$ cat src/rtl/disp_regfile.sv
module disp_regfile #(
  parameter logic [15:0] ID_VALUE = 16'hB0C5,
  parameter logic [15:0] MEM_64K  = 16'd256,
  parameter logic [15:0] MAX_XRES = 16'd2560,
  parameter logic [15:0] MAX_YRES = 16'd1600,
  parameter logic [15:0] MAX_BPP  = 16'd32,
  parameter logic [31:0] EXT_SIZE = 32'd8
) (
  input  logic        clk,
  input  logic        rst_n,
  input  logic        io_sel,
  input  logic        io_wr,
  input  logic        io_rd,
  input  logic [15:0] io_wdata,
  output logic [15:0] io_rdata,
  input  logic        mm_wr,
  input  logic        mm_rd,
  input  logic [11:0] mm_addr,
  input  logic [31:0] mm_wdata,
  output logic [31:0] mm_rdata,
  output logic        mode_on,
  output logic        lin_fb,
  output logic        dac8,
  output logic        fb_big_endian,
  output logic [15:0] cur_xres,
  output logic [15:0] cur_yres,
  output logic [15:0] cur_bpp
);
  localparam int          FIRST_RW = 1;
  localparam int          LAST_RW  = 9;
  localparam logic [15:0] IDX_ID   = 16'd0;
  localparam logic [15:0] IDX_XRES = 16'd1;
  localparam logic [15:0] IDX_YRES = 16'd2;
  localparam logic [15:0] IDX_BPP  = 16'd3;
  localparam logic [15:0] IDX_EN   = 16'd4;
  localparam logic [15:0] IDX_MEM  = 16'd10;
  localparam int          CAPS_BIT = 1;
  localparam logic [31:0] BE_MAGIC = 32'hBEBEBEBE;
  localparam logic [31:0] LE_MAGIC = 32'h1E1E1E1E;
  localparam logic [3:0]  WIN_PAGE = 4'h5;
  localparam logic [11:0] EXT_SZ_A = 12'h600;
  localparam logic [11:0] EXT_BO_A = 12'h604;

  logic [15:0] idx_q;
  logic [15:0] rf [FIRST_RW:LAST_RW];
  logic [31:0] order_q;

  wire         caps    = rf[IDX_EN][CAPS_BIT];
  wire         mm_hit  = (mm_addr[11:8] == WIN_PAGE) && !mm_addr[0];
  wire  [15:0] mm_idx  = {9'd0, mm_addr[7:1]};
  wire         io_dw   = io_wr && io_sel;
  wire         mm_dw   = mm_wr && mm_hit;
  wire         bo_ok   = (mm_wdata == BE_MAGIC) || (mm_wdata == LE_MAGIC);

  function automatic logic [15:0] view(input logic [15:0] n);
    if (n == IDX_ID)                  return ID_VALUE;
    else if (n == IDX_MEM)            return MEM_64K;
    else if (caps && n == IDX_XRES)   return MAX_XRES;
    else if (caps && n == IDX_YRES)   return MAX_YRES;
    else if (caps && n == IDX_BPP)    return MAX_BPP;
    else if (n >= 16'(FIRST_RW) && n <= 16'(LAST_RW)) return rf[4'(n)];
    else                              return 16'd0;
  endfunction

  always_ff @(posedge clk) begin
    if (!rst_n) begin
      idx_q   <= '0;
      order_q <= LE_MAGIC;
      for (int i = FIRST_RW; i <= LAST_RW; i++) rf[i] <= '0;
    end else begin
      if (io_wr && !io_sel) idx_q <= io_wdata;
      for (int i = FIRST_RW; i <= LAST_RW; i++) begin
        if (io_dw && idx_q == 16'(i)) rf[i] <= io_wdata;
        if (mm_dw && mm_idx == 16'(i)) rf[i] <= mm_wdata[15:0];
      end
      if (mm_wr && mm_addr == EXT_BO_A && bo_ok) order_q <= mm_wdata;
    end
  end

  always_ff @(posedge clk) begin
    if (!rst_n) begin
      io_rdata <= '0;
      mm_rdata <= '0;
    end else begin
      if (io_rd) io_rdata <= io_sel ? view(idx_q) : idx_q;
      if (mm_rd) begin
        if (mm_hit)                    mm_rdata <= {16'd0, view(mm_idx)};
        else if (mm_addr == EXT_SZ_A)  mm_rdata <= EXT_SIZE;
        else if (mm_addr == EXT_BO_A)  mm_rdata <= order_q;
        else                           mm_rdata <= '0;
      end
    end
  end

  assign mode_on       = rf[IDX_EN][0];
  assign dac8          = rf[IDX_EN][5];
  assign lin_fb        = rf[IDX_EN][6];
  assign fb_big_endian = (order_q == BE_MAGIC);
  assign cur_xres      = rf[IDX_XRES];
  assign cur_yres      = rf[IDX_YRES];
  assign cur_bpp       = rf[IDX_BPP];

  assert_idx_held_R2: assert property (@(posedge clk) disable iff (!rst_n)
    (io_sel && (io_wr || io_rd)) |=> $stable(idx_q));

  assert_id_tag_R4: assert property (@(posedge clk) disable iff (!rst_n)
    (io_rd && io_sel && idx_q == IDX_ID) |=> (io_rdata[15:4] == 12'hB0C));

  assert_oob_zero_R7: assert property (@(posedge clk) disable iff (!rst_n)
    (mm_rd && mm_hit && mm_idx > IDX_MEM) |=> (mm_rdata == 32'd0));

  assert_caps_xres_R8: assert property (@(posedge clk) disable iff (!rst_n)
    (io_rd && io_sel && idx_q == IDX_XRES && caps) |=> (io_rdata == MAX_XRES));

  assert_bad_magic_R9: assert property (@(posedge clk) disable iff (!rst_n)
    (mm_wr && mm_addr == EXT_BO_A && !bo_ok) |=> $stable(order_q));

  assert_magic_only_R9: assert property (@(posedge clk) disable iff (!rst_n)
    (order_q == BE_MAGIC) || (order_q == LE_MAGIC));
endmodule

$ cat config.mk
export PLATFORM = sky130hd
export DESIGN_NAME = disp_regfile
export DESIGN_NICKNAME = d
export VERILOG_FILES = /design/src/rtl/disp_regfile.sv
export SDC_FILE = /design/constraint.sdc
export NUM_CORES = 1
export LEC_CHECK = 0
export ABC_AREA = 1
export BUFFER_PORTS_ARGS = -buffer_cell sky130_fd_sc_hd__buf_2
export CORE_MARGIN = 3
export CORE_UTILIZATION = 40
export DETAILED_ROUTE_END_ITERATION = 16
export GPL_ROUTABILITY_DRIVEN = 0
export PLACE_DENSITY_LB_ADDON = 0.15
export SETUP_SLACK_MARGIN = 0.05
export SLEW_MARGIN = 20
export SYNTH_ARGS = -nofsm -noshare
export SYNTH_HDL_FRONTEND = slang
export SYNTH_SLANG_ARGS = --single-unit
$ cat constraint.sdc
create_clock -name clk -period 4.51 [get_ports clk]
set_input_delay 0.451 -clock clk [delete_from_list [all_inputs] [get_ports clk]]
set_output_delay 0.451 -clock clk [all_outputs]
set_load 0.1 [all_outputs]
==> results of run 1 <==
flip-flops by register name, summed over array words and instances (netlist names), named ones only:
register  count
mm_rdata     32
rf          144
io_rdata     16
idx_q        16
order_q      32
metrics by stage:
stage                     std cells  hold slack, ns
after floorplan                1551           0.423
after global placement         2035           0.438
after detailed placement       2035           0.444
after CTS                      2087           0.185
after global routing           2087           0.224
final                          2087           0.197
power by group:
part           total, mW  leakage (nW)  switching, mW  internal, mW
registers           2.49          2.30         0.0610          2.43
clock network       2.24         0.463          0.942          1.30
logic              0.833          3.23          0.668         0.164
logic make-up after synthesis:
group / after synthesis / synth area share, %
buf+inv: 248 / 8.02
simple gates: 599 / 22.0
flops: 244 / 49.4
compound gates: 460 / 20.5
tightest hold or removal path: cells and delay by family:
kind / cells / cell delay, ns
compound gates: 2 / 0.11
buf+inv: 1 / 0.13
worst paths after layout:
| path | start | end | slack [ns] | cells after the start |
|---|---|---|---|---|
| setup / recovery | mm_addr[2] | rf[2][15] | 1.69 | 8 |
| hold / removal | rst_n | io_rdata[10] | 0.20 | 3 |
| setup reg to reg | idx_q[6] | rf[8][4] | 1.85 | 7 |
| hold reg to reg | mm_rdata[24] | mm_rdata[24] | 0.46 | 2 |
metal layers:
metal  vias up  track usage [%]  part of all wire (%)
met4         4             14.6                   6.1
met2       910             41.9                    41
met5         -                0                 0.053
met3       165             8.19                    13
met1      5892             40.2                    40
li1       5789                -                     -
final cells by class:
cell class	count	share of cell area, %
multi-input combinational	1059	37.0
timing repair buffer	187	6.71
clock buffer	43	5.76
clock inverter	9	0.348
inverter	149	3.84
tap	396	3.37
sequential	244	43.0
synthesized netlist by cell type (2+ instances only):
cell / instances
sky130_fd_sc_hd__o32ai_1: 16
sky130_fd_sc_hd__edfxtp_1: 144
sky130_fd_sc_hd__or2_2: 2
sky130_fd_sc_hd__clkbuf_1: 50
sky130_fd_sc_hd__nor2_2: 11
sky130_fd_sc_hd__clkinv_1: 7
sky130_fd_sc_hd__nand4_2: 4
sky130_fd_sc_hd__nor3b_1: 3
sky130_fd_sc_hd__nand2_4: 3
sky130_fd_sc_hd__nand3b_1: 2
sky130_fd_sc_hd__nor2_4: 7
sky130_fd_sc_hd__o211ai_1: 18
sky130_fd_sc_hd__dfxtp_1: 100
sky130_fd_sc_hd__nor4_1: 12
sky130_fd_sc_hd__nand3_1: 180
sky130_fd_sc_hd__nand2_2: 7
sky130_fd_sc_hd__buf_1: 8
sky130_fd_sc_hd__nor3_1: 6
sky130_fd_sc_hd__o221ai_1: 5
sky130_fd_sc_hd__nand3_2: 6
sky130_fd_sc_hd__nor2_1: 82
sky130_fd_sc_hd__inv_2: 12
sky130_fd_sc_hd__nand4_1: 17
sky130_fd_sc_hd__nor3_2: 4
sky130_fd_sc_hd__o21ai_0: 141
sky130_fd_sc_hd__a31oi_1: 8
sky130_fd_sc_hd__buf_4: 10
sky130_fd_sc_hd__o22ai_1: 118
sky130_fd_sc_hd__a22oi_1: 3
sky130_fd_sc_hd__inv_4: 2
sky130_fd_sc_hd__a211oi_1: 2
sky130_fd_sc_hd__buf_2: 29
sky130_fd_sc_hd__buf_6: 2
sky130_fd_sc_hd__o21ai_1: 14
sky130_fd_sc_hd__nand2_1: 251
sky130_fd_sc_hd__a21oi_1: 129
sky130_fd_sc_hd__inv_1: 127
==> Flow_metrics.wiki, run 1 <==
{| class="wikitable"
! Metric !! Value
|-
| Growth of design area from synthesis to finish || 15.1%
|-
| Length of the first detailed-routing pass in iterations || 6
|-
| GRT overflow || 0
|-
| Ant. Diodes || 0
|-
| Worst voltage drop across the vdd grid || between 0.0003 and 0.0004 V
|-
| Initial antenna violation count || 2
|-
| Inserted Clock Buffers || 28
|-
| Post-synthesis cell count || ~1600
|-
| Via density || ~6
|-
| DRC violations left || 0
|-
| Maximum root-to-sink buffer count || 3
|-
| Slowest CP cell || sky130_fd_sc_hd__nand4_1
|-
| Critical path data required time || 4.85 ns
|-
| Worst Setup Path Type || input pin to register
|-
| Most frequent cells in the layout || sky130_fd_sc_hd__nand2_1 (251), sky130_fd_sc_hd__nand3_1 (180), sky130_fd_sc_hd__buf_2 (166)
|-
| Clock-pin slew of the registers on the worst-case setup and hold paths || 0.06 ns
|-
| Initial cell density of the core || 41.2%
|-
| Async set-or-reset flop fraction in the synthesized netlist || 0%
|-
| Post-route clock skew || 0.0168 ns
|-
| Critical path's top delay family || simple AND/OR/NAND/NOR gates
|-
| Buf+Inv Stages, Crit Path || 2
|-
| Commonest non-fill, non-tap cell in the layout || sky130_fd_sc_hd__nand2_1
|-
| Setup total negative slack || 0 ns
|-
| Fillcell total || 3108
|-
| Static leakage || between 5 and 6 nW
|-
| Row count || 64
|-
| Fin nets || between 1500 and 2000
|-
| Crit share post-route || 62.5%
|-
| Syn Std Cell Area || approximately 13000 µm²
|-
| Worst setup slack before clock tree synthesis || between 1 and 1.5 ns
|-
| CP Launch Type || input pin
|-
| Hold-fix buffers, CTS || 0
|-
| Mean post-synth cell area || a little over 8 µm²
|-
| Area used by multi-input combinational logic || 5450 µm²
|-
| I/O Pins || between 150 and 200
|-
| TritonCTS clock tree || yes
|-
| Width of the chip || approximately 180 µm
|-
| Via count || 12800
|-
| Cell area after layout || approximately 15000 µm²
|-
| Tot Pwr || 5.56 mW
|-
| Unrepaired setup endpoints after global routing || false
|-
| Routed WL || around 50 mm
|-
| Worst-Skew Late Latency || 0.56 ns
|-
| Maximum number of pins on one net before global-route repair || 48
|-
| Max-cap violations || 0
|-
| First-pass GRT wire length || 75.1 mm
|-
| Number of nets with antenna violations after routing || 0
|-
| Via count of the first global-routing pass || approximately 12000
|-
| Number of failing hold endpoints at the final stage || 0
|-
| Initial DRC Count || roughly 1800
|-
| Die Footprint || 34200 µm²
|-
| Result of the run || completed
|-
| Critical Path End Type || register
|-
| # setup viols final || 0
|-
| Seq/Total Area, Yosys || 49.4%
|-
| CTS H-tree depth || 1
|-
| Power density relative to cell area || roughly 380 nW/µm²
|-
| Post-route worst setup slack || between 1.5 and 2 ns
|-
| Synthesis Warnings || 0
|-
| Max-slew violations || 0
|-
| Achievable clock frequency || 355 MHz
|-
| Register area || around 6300 µm²
|-
| Tmin final || ~2.8 ns
|-
| Post-DP HPWL || about 36 mm
|-
| Number of flops mapped to enable cells by yosys || approximately 140
|-
| Most area-consuming cells after synthesis || sky130_fd_sc_hd__edfxtp_1 (34%), sky130_fd_sc_hd__dfxtp_1 (16%), sky130_fd_sc_hd__nand2_1 (7.4%)
|-
| Leading area contributor after synthesis || sky130_fd_sc_hd__edfxtp_1
|-
| Slew at the pin closest to its max-slew limit || 1.09 ns
|-
| Root Buffer || sky130_fd_sc_hd__clkbuf_16
|-
| Core ar. || 31100 µm²
|-
| Number of distinct library cells after synthesis || 46
|-
| Post-DP Area || approximately 14000 µm²
|-
| Height of the die || around 180 µm
|-
| Sinks on the clock net || 244
|-
| PostCTS Resize Cnt || 0
|-
| Flops & latches, synth || between 200 and 250
|-
| Area fraction of the dominant cell type after synthesis || about a third
|-
| GRT Util Overall || 29.1%
|-
| Post-CTS setup buffer count || 0
|-
| Arrival time at the worst endpoint || 3.15 ns
|-
| Final Util || around 47%
|-
| Share of cells above drive strength 1 || between 10% and 20%
|-
| CP cell instances || buf_2 -> nand2_4 -> inv_2 -> nand2_1 -> nor2_1 -> a21oi_1 -> nand4_1 -> o22ai_1
|-
| Net count after synthesis || roughly 1600
|-
| Crit path largest cell delay || slightly above 0.9 ns
|-
| Worst slew margin || roughly 27%
|-
| Max Fanout on Critical Path || 30
|-
| Hold Path Class || input pin to register
|-
| Most used DFF post-synth || sky130_fd_sc_hd__edfxtp_1
|-
| Buffers added on ports || 166
|-
| Routed wirelength normalized by instance count || 24.5 µm
|}
Note: power is estimated with default switching activity, not from simulation.
==> run 2: changes to the inputs <==
==> constraint.sdc (replaced) <==
create_clock -name clk -period 2.8 [get_ports clk]
set_input_delay 0.28 -clock clk [delete_from_list [all_inputs] [get_ports clk]]
set_output_delay 0.28 -clock clk [all_outputs]
set_load 0.1 [all_outputs]
==> run 2 against run 1 <==
Compared with the run above:
- sequential share of layout area is 0.91 points lower
- combinational power is 66% higher
- flip-flop and latch count stayed put
- clock-buffer cell count is 2 higher
- clock skew is 0.0060 ns higher
- die area stayed put
- largest power group unchanged
- via count is 1.1% higher
- utilization is 1.0 points higher
- critical path depth stayed put
- total power is 65% higher
- non-clock buffer count is 28 higher
==> Flow_metrics.wiki, run 2 (synthesized netlist as in run 1, its figures left out) <==
{| class="wikitable"
! Metric !! Value
|-
| Initial DRC Count || 1750 (-3.0%)
|-
| Row count || 64 (unchanged)
|-
| Worst-Skew Late Latency || 0.55 ns (about the same)
|-
| Critical Path End Type || register
|-
| Crit path largest cell delay || 0.71 ns (-0.20 ns)
|-
| Commonest non-fill, non-tap cell in the layout || sky130_fd_sc_hd__nand2_1
|-
| Worst voltage drop across the vdd grid || 0.000454 V (+45%)
|-
| CTS H-tree depth || 1 (unchanged)
|-
| Root Buffer || sky130_fd_sc_hd__clkbuf_16
|-
| Placed instance count || 2063 (+1.4%)
|-
| Maximum number of pins on one net before global-route repair || 71 (+48%)
|-
| Length of the first detailed-routing pass in iterations || 9 (+3)
|-
| Register area || 6330 µm² (unchanged)
|-
| Via density || 6.10 (-0.24%)
|-
| Max Fanout on Critical Path || 11 (-63%)
|-
| Growth of design area from synthesis to finish || 17.6%
|-
| GRT Util Overall || 29.3% (+0.15 points)
|-
| Tot Pwr || 9.18 mW (+65%)
|-
| Ant. Diodes || 0 (unchanged)
|-
| # setup viols final || 0 (unchanged)
|-
| Worst setup slack before clock tree synthesis || -0.0856 ns (-1.36 ns)
|-
| Most frequent cells in the layout || sky130_fd_sc_hd__nand2_1 (251), sky130_fd_sc_hd__nand3_1 (180), sky130_fd_sc_hd__buf_2 (166)
|-
| TritonCTS clock tree || yes
|-
| Largest register by flop count || rf
|-
| Via count of the first global-routing pass || 12000 (+0.39%)
|-
| Achievable clock frequency || between 400 and 500 MHz
|-
| Post-route clock skew || 0.0228 ns (+0.00597 ns)
|-
| Buffers added on ports || 166 (unchanged)
|-
| CP cell instances || inv_1 -> nand3_1 -> nand3_1 -> a31oi_1 -> nand2_1 -> nand3_1 -> nand2_1 -> a21oi_1
|-
| Height of the die || 185 µm (unchanged)
|-
| Depth of the worst hold-timing path || 3 (unchanged)
|-
| Number of failing hold endpoints at the final stage || 0 (unchanged)
|-
| Fin nets || 1764 (+1.6%)
|-
| Max-slew violations || 0 (unchanged)
|-
| Initial antenna violation count || 1 (-1)
|-
| Critical path data required time || 3.27 ns (-1.58 ns)
|-
| Post-DP HPWL || 37.0 mm (+2.0%)
|-
| Routed wirelength normalized by instance count || 24.5 µm (about the same)
|-
| Largest registers ranked by flip-flop count || rf (144), mm_rdata (32), order_q (32)
|-
| Power density relative to cell area || 611 nW/µm² (+62%)
|-
| Slew at the pin closest to its max-slew limit || 0.978 ns (-0.114 ns)
|-
| Crit path to || io_rdata[9]
|-
| Crit share post-route || 87.6%
|-
| Maximum root-to-sink buffer count || 3 (unchanged)
|-
| Hold Path Class || input pin to register
|-
| Worst slew margin || 34.8% (+7.7 points)
|-
| Post-route worst setup slack || 0.349 ns (-1.34 ns)
|-
| Clock-pin slew of the registers on the worst-case setup and hold paths || 0.06 ns (about the same)
|-
| Initial cell density of the core || 41.2% (unchanged)
|-
| Core ar. || 31100 µm² (unchanged)
|-
| First-pass GRT wire length || 75.2 mm (+0.11%)
|-
| Number of nets with antenna violations after routing || 0 (unchanged)
|-
| Non-filler cells, final || 2115 (+1.3%)
|-
| Arrival time at the worst endpoint || 2.93 ns (-0.22 ns)
|-
| Area used by multi-input combinational logic || 5450 µm² (unchanged)
|-
| Result of the run || completed
|-
| Width of the chip || 185 µm (unchanged)
|-
| Routed WL || 51.7 mm (+1.3%)
|-
| Slowest CP cell || sky130_fd_sc_hd__dfxtp_1
|-
| Share of cells above drive strength 1 || 19.0% (+1.3 points)
|-
| DRC violations left || 0 (unchanged)
|-
| Post-CTS setup buffer count || 0 (unchanged)
|-
| PostCTS Resize Cnt || 0 (unchanged)
|-
| Sinks on the clock net || 244 (unchanged)
|-
| Flip-flop count of the largest register, all copies and words added || 144 (unchanged)
|-
| Unrepaired setup endpoints after global routing || false
|-
| Tmin final || approximately 2.5 ns
|-
| Hold-fix buffers, CTS || 0 (unchanged)
|-
| R2R cell count || 8 (+1)
|-
| Via count || 12900 (+1.1%)
|-
| CP Launch Type || register
|-
| Worst Setup Path Type || register to register
|-
| Static leakage || 6.16 nW (+2.8%)
|-
| Reg-to-reg critical path endpoint || io_rdata[9]
|-
| I/O Pins || 167 (unchanged)
|-
| GRT overflow || 0 (unchanged)
|-
| Max-cap violations || 0 (unchanged)
|-
| Flop-to-flop setup slack || 0.35 ns (-1.50 ns)
|-
| Inserted Clock Buffers || 28 (unchanged)
|-
| Die Footprint || 34200 µm² (unchanged)
|-
| Fillcell total || 3086 (-0.71%)
|-
| Cell type with the highest occurrence count on the critical path || sky130_fd_sc_hd__nand3_1
|}
run 2: cell types whose count changed in the layout (fill, tap and decap cells not counted):
cell | previous run | this run
sky130_fd_sc_hd__clkbuf_16 | 31 | 32
sky130_fd_sc_hd__buf_12 | 0 | 3
sky130_fd_sc_hd__clkbuf_8 | 2 | 8
sky130_fd_sc_hd__clkbuf_2 | 6 | 1
sky130_fd_sc_hd__buf_4 | 21 | 46
sky130_fd_sc_hd__inv_4 | 4 | 3
sky130_fd_sc_hd__clkinv_2 | 7 | 6
run 2: cell type report:
| class | count | share of cell area (%) |
|---|---|---|
| well taps | 396 | 3.29 |
| inverters | 149 | 3.76 |
| repair buffers | 215 | 8.22 |
| flip-flops and latches | 244 | 42.1 |
| clock inverters | 7 | 0.266 |
| clock buffers | 45 | 6.19 |
| multi-input cells | 1059 | 36.2 |
run 2: critical path, delay by kind of cell, from the launching register on:
kind,cells,cell delay [ns]
AOI/OAI and AO/OA,2,0.66
buffers and inverters,1,0.40
DFF,1,0.71
and+or+nand+nor,5,0.59
run 2: stage by stage:
step / util [%] / setup TNS (ns) / area, µm² / hold WS, ns
5_1_grt: 48.4 / 0 / 15000 / 0.104
4_1_cts: 48.4 / 0 / 15000 / 0.0840
3_5_place_dp: 45.3 / -0.548 / 14100 / 0.441
2_1_floorplan: - / 0 / 12800 / 0.423
6_report: 48.4 / 0 / 15000 / 0.0936
3_3_place_gp: 45.3 / -0.220 / 14100 / 0.439
run 2: how the worst min path moves through the flow:
stage,startpoint,end
2_1_floorplan,order_q[10],order_q[10]
3_3_place_gp,order_q[10],order_q[10]
3_5_place_dp,order_q[1],order_q[1]
4_1_cts,mm_wdata[29],order_q[13]
5_1_grt,mm_wdata[29],order_q[31]
6_report,io_wdata[14],rf[6][14]
run 2: per-layer routing:
metal	wire, µm	vias up	global-route usage (%)	part of all wire (%)
met4	2730	2	12.8	5.3
met5	12	-	0	0.023
met2	22100	957	44.0	43
met3	6770	152	8.05	13
met1	20200	5949	39.7	39
li1	-	5840	-	-
run 2: where the power goes:
group	switching, mW	internal [mW]	total, mW
combinational	1.09	0.292	1.38
clock	1.53	2.27	3.80
sequential	0.0981	3.91	4.00
==> run 3: changes to the inputs <==
--- a/config.mk
+++ b/config.mk
@@ -5,7 +5,6 @@
 export SDC_FILE = /design/constraint.sdc
 export NUM_CORES = 1
 export LEC_CHECK = 0
-export ABC_AREA = 1
 export BUFFER_PORTS_ARGS = -buffer_cell sky130_fd_sc_hd__buf_2
 export CORE_MARGIN = 3
 export CORE_UTILIZATION = 40
@@ -13,6 +12,7 @@
 export GPL_ROUTABILITY_DRIVEN = 0
 export PLACE_DENSITY_LB_ADDON = 0.15
 export SETUP_SLACK_MARGIN = 0.05
+export SKIP_CTS_REPAIR_TIMING = 1
 export SLEW_MARGIN = 20
 export SYNTH_ARGS = -nofsm -noshare
 export SYNTH_HDL_FRONTEND = slang
==> run 3 against run 2 <==
Compared with the run above:
- maximum frequency fell by 4.2%
- combinational power is 3% lower
- die area grew 2.5%
- sequential share of layout area decreased by 1.8 points
- synthesized cell count shrank 13%
- cell area is 4.5% higher
- highest routed layer unchanged
==> Flow_metrics.wiki, run 3 <==
{| class="wikitable"
! Metric !! Value
|-
| Result of the run || completed
|-
| Hold Path Class || input pin to register
|-
| Width of the chip || 187 µm (+1.2%)
|-
| Share of cells above drive strength 1 || 22.7% (+3.8 points)
|-
| Static leakage || 5.75 nW (-6.6%)
|-
| CP Launch Type || register
|-
| Critical Path Source || rf[4][1]
|-
| Worst path depth || 6 (-2)
|-
| Worst slew margin || 39.3% (+4.5 points)
|-
| Initial cell density of the core || 41.0% (-0.13 points)
|-
| Initial antenna violation count || 1 (unchanged)
|-
| Inserted Clock Buffers || 28 (unchanged)
|-
| Critical path data required time || 3.29 ns (+0.02 ns)
|-
| Commonest cells post-synth || sky130_fd_sc_hd__nand2_1 (264), sky130_fd_sc_hd__edfxtp_1 (144), sky130_fd_sc_hd__o31ai_1 (117)
|-
| Worst Setup Path Type || register to register
|-
| Achievable clock frequency || 391 MHz (-4.2%)
|-
| Root Buffer || sky130_fd_sc_hd__clkbuf_16
|-
| Post-DP HPWL || 38.4 mm (+3.7%)
|-
| Flops & latches, synth || 244 (unchanged)
|-
| Tmin final || 2.56 ns (+0.107 ns)
|-
| Worst-Skew Late Latency || 0.56 ns (about the same)
|-
| Growth of design area from synthesis to finish || 19.8%
|-
| Max-cap violations || 0 (unchanged)
|-
| I/O Pins || 167 (unchanged)
|-
| Routed wirelength normalized by instance count || 25.7 µm (+5.0%)
|-
| Sinks on the clock net || 244 (unchanged)
|-
| Die Footprint || 35000 µm² (+2.5%)
|-
| Via count || 12000 (-7.0%)
|-
| Slowest CP cell || sky130_fd_sc_hd__edfxtp_1
|-
| Worst reg2reg startpoint || rf[4][1]
|-
| Worst voltage drop across the vdd grid || 0.000385 V (-15%)
|-
| Most area-consuming cells after synthesis || sky130_fd_sc_hd__edfxtp_1 (33%), sky130_fd_sc_hd__dfxtp_1 (15%), sky130_fd_sc_hd__nand2_1 (7.6%)
|-
| Flip-flop count of the largest register, all copies and words added || 144 (unchanged)
|-
| Commonest non-fill, non-tap cell in the layout || sky130_fd_sc_hd__nand2_1
|-
| Cell area after layout || 15700 µm² (+4.5%)
|-
| Crit path to || mm_rdata[14]
|-
| Tot Pwr || 9.06 mW (-1.4%)
|-
| Seq/Total Area, Yosys || 48.2% (-1.2 points)
|-
| Post-synthesis cell count || 1346 (-13%)
|-
| Critical Path End Type || register
|-
| Ant. Diodes || 0 (unchanged)
|-
| Buffers added on ports || 166 (unchanged)
|-
| Core ar. || 32000 µm² (+2.9%)
|-
| CTS H-tree depth || 1 (unchanged)
|-
| Flop-to-flop setup slack || 0.24 ns (-0.11 ns)
|-
| Number of failing hold endpoints at the final stage || 0 (unchanged)
|-
| Clock-pin slew of the registers on the worst-case setup and hold paths || 0.06 ns (about the same)
|-
| Maximum number of pins on one net before global-route repair || 49 (-31%)
|-
| Worst setup slack before clock tree synthesis || 0.0657 ns (+0.151 ns)
|-
| Post-route worst setup slack || 0.242 ns (-0.107 ns)
|-
| Post-DP Area || 14800 µm² (+5.2%)
|-
| Fillcell total || 3015 (-2.3%)
|-
| Maximum root-to-sink buffer count || 3 (unchanged)
|-
| Mean post-synth cell area || 9.75 µm² (+18%)
|-
| Unrepaired setup endpoints after global routing || false
|-
| Routed WL || 50.4 mm (-2.6%)
|-
| Number of flops mapped to enable cells by yosys || 144 (unchanged)
|-
| GRT overflow || 0 (unchanged)
|-
| Arrival time at the worst endpoint || 3.05 ns (+0.12 ns)
|-
| Via density || 6.11 (+0.21%)
|-
| Number of distinct library cells after synthesis || 67 (+46%)
|-
| Post-Route Hold Slack || 0.0160 ns (-0.0776 ns)
|-
| Async set-or-reset flop fraction in the synthesized netlist || 0% (unchanged)
|-
| Via count of the first global-routing pass || 11600 (-3.3%)
|-
| Length of the first detailed-routing pass in iterations || 5 (-4)
|-
| Critical path's top delay family || compound AO/OA/AOI/OAI gates
|-
| Setup total negative slack || 0 ns (unchanged)
|-
| Number of nets with antenna violations after routing || 0 (unchanged)
|-
| Height of the die || 187 µm (+1.2%)
|-
| Fin nets || 1576 (-11%)
|-
| Crit path largest cell delay || 0.66 ns (-0.05 ns)
|-
| Most frequent cells in the layout || sky130_fd_sc_hd__nand2_1 (264), sky130_fd_sc_hd__buf_2 (165), sky130_fd_sc_hd__edfxtp_1 (144)
|-
| Most common cell in the synthesized netlist || sky130_fd_sc_hd__nand2_1
|-
| Power density relative to cell area || 576 nW/µm² (-5.6%)
|-
| GRT Util Overall || 27.8% (-1.5 points)
|-
| Row count || 65 (+1.6%)
|-
| Leading area contributor after synthesis || sky130_fd_sc_hd__edfxtp_1
|-
| TritonCTS clock tree || yes
|-
| Initial DRC Count || 1285 (-27%)
|-
| Buf+Inv Stages, Crit Path || 1 (unchanged)
|-
| Post-route clock skew || 0.0201 ns (-0.00267 ns)
|-
| Synthesis Warnings || 0 (unchanged)
|-
| Syn Std Cell Area || 13100 µm² (+2.5%)
|-
| First-pass GRT wire length || 74.2 mm (-1.4%)
|-
| Most used DFF post-synth || sky130_fd_sc_hd__edfxtp_1
|-
| Net count after synthesis || 1413 (-13%)
|-
| Slew at the pin closest to its max-slew limit || 0.898 ns (-0.0792 ns)
|-
| Crit share post-route || 91.4% (+3.8 points)
|-
| Max-slew violations || 0 (unchanged)
|-
| # setup viols final || 0 (unchanged)
|-
| Largest register by flop count || rf
|-
| Reg-to-reg critical path endpoint || mm_rdata[14]
|-
| Area fraction of the dominant cell type after synthesis || 33.0% (-0.84 points)
|-
| Max Fanout on Critical Path || 15 (+4)
|-
| Largest registers ranked by flip-flop count || rf (144), mm_rdata (32), order_q (32)
|-
| CP cell instances || o21bai_1 -> a221oi_1 -> buf_4 -> o311a_1 -> o21ai_0 -> a31oi_1
|-
| R2R cell count || 6 (-2)
|-
| DRC violations left || 0 (unchanged)
|}
==> run 3: how the worst min path moves through the flow <==
stage / from / to / slack, ns / cells after the start
finish: io_wdata[13] / idx_q[13] / 0.02 / 3
CTS: io_wdata[13] / idx_q[13] / 0.004 / 3
global placement: mm_rdata[0] / mm_rdata[0] / 0.44 / 2
global route: io_wdata[14] / idx_q[14] / 0.03 / 3
floorplan: io_wdata[13] / idx_q[13] / 0.42 / 2
detailed placement: mm_rdata[0] / mm_rdata[0] / 0.46 / 2
==> run 3: per-layer routing <==
layer	up-vias	GRT usage [%]	part of all wire [%]
met4	2	12.3	5.0
li1	5443	-	-
met3	125	4.59	8.6
met5	-	0	0.056
met2	678	46.0	47
met1	5744	35.9	40
==> run 3: power breakdown <==
group	internal [mW]	switching, mW
Clock	2.21	1.49
Sequential	3.90	0.108
Combinational	0.357	0.985
Total	6.47	2.59
==> run 3: area by class of cell <==
class	count	area (µm²)	area share, %
clock buffers	35	737	4.69
well taps	435	544	3.46
multi-input cells	967	6310	40.2
flip-flops and latches	244	6330	40.3
repair buffers	258	1590	10.1
inverters	10	37.5	0.239
clock inverters	13	173	1.10
==> run 3: metrics by stage <==
step	cells	util (%)
2_1_floorplan	1346	-
3_3_place_gp	1914	46.3
3_5_place_dp	1914	46.3
4_1_cts	1962	49.2
5_1_grt	1962	49.2
6_report	1962	49.2
==> run 3: cell families (layout without fill, tap and decap cells) <==
kind of cell / Yosys count / count (layout) / share of synthesized area [%]
DFF: 244 / 244 / 48.2
xor gates and xnor gates: 2 / 2 / 0.134
AOI/OAI and AO/OA: 389 / 389 / 20.6
buffers and inverters: 135 / 316 / 4.02
and+or+nand+nor: 474 / 474 / 17.1
muxes: 102 / 102 / 9.94
==> run 3: worst reg2reg max path, cell delays in order, from the launching register on <==
cell and delay, ns:
sky130_fd_sc_hd__edfxtp_1 0.66, sky130_fd_sc_hd__o21bai_1 0.28, sky130_fd_sc_hd__a221oi_1 0.53, sky130_fd_sc_hd__buf_4 0.20
sky130_fd_sc_hd__o311a_1 0.30, sky130_fd_sc_hd__o21ai_0 0.29, sky130_fd_sc_hd__a31oi_1 0.22
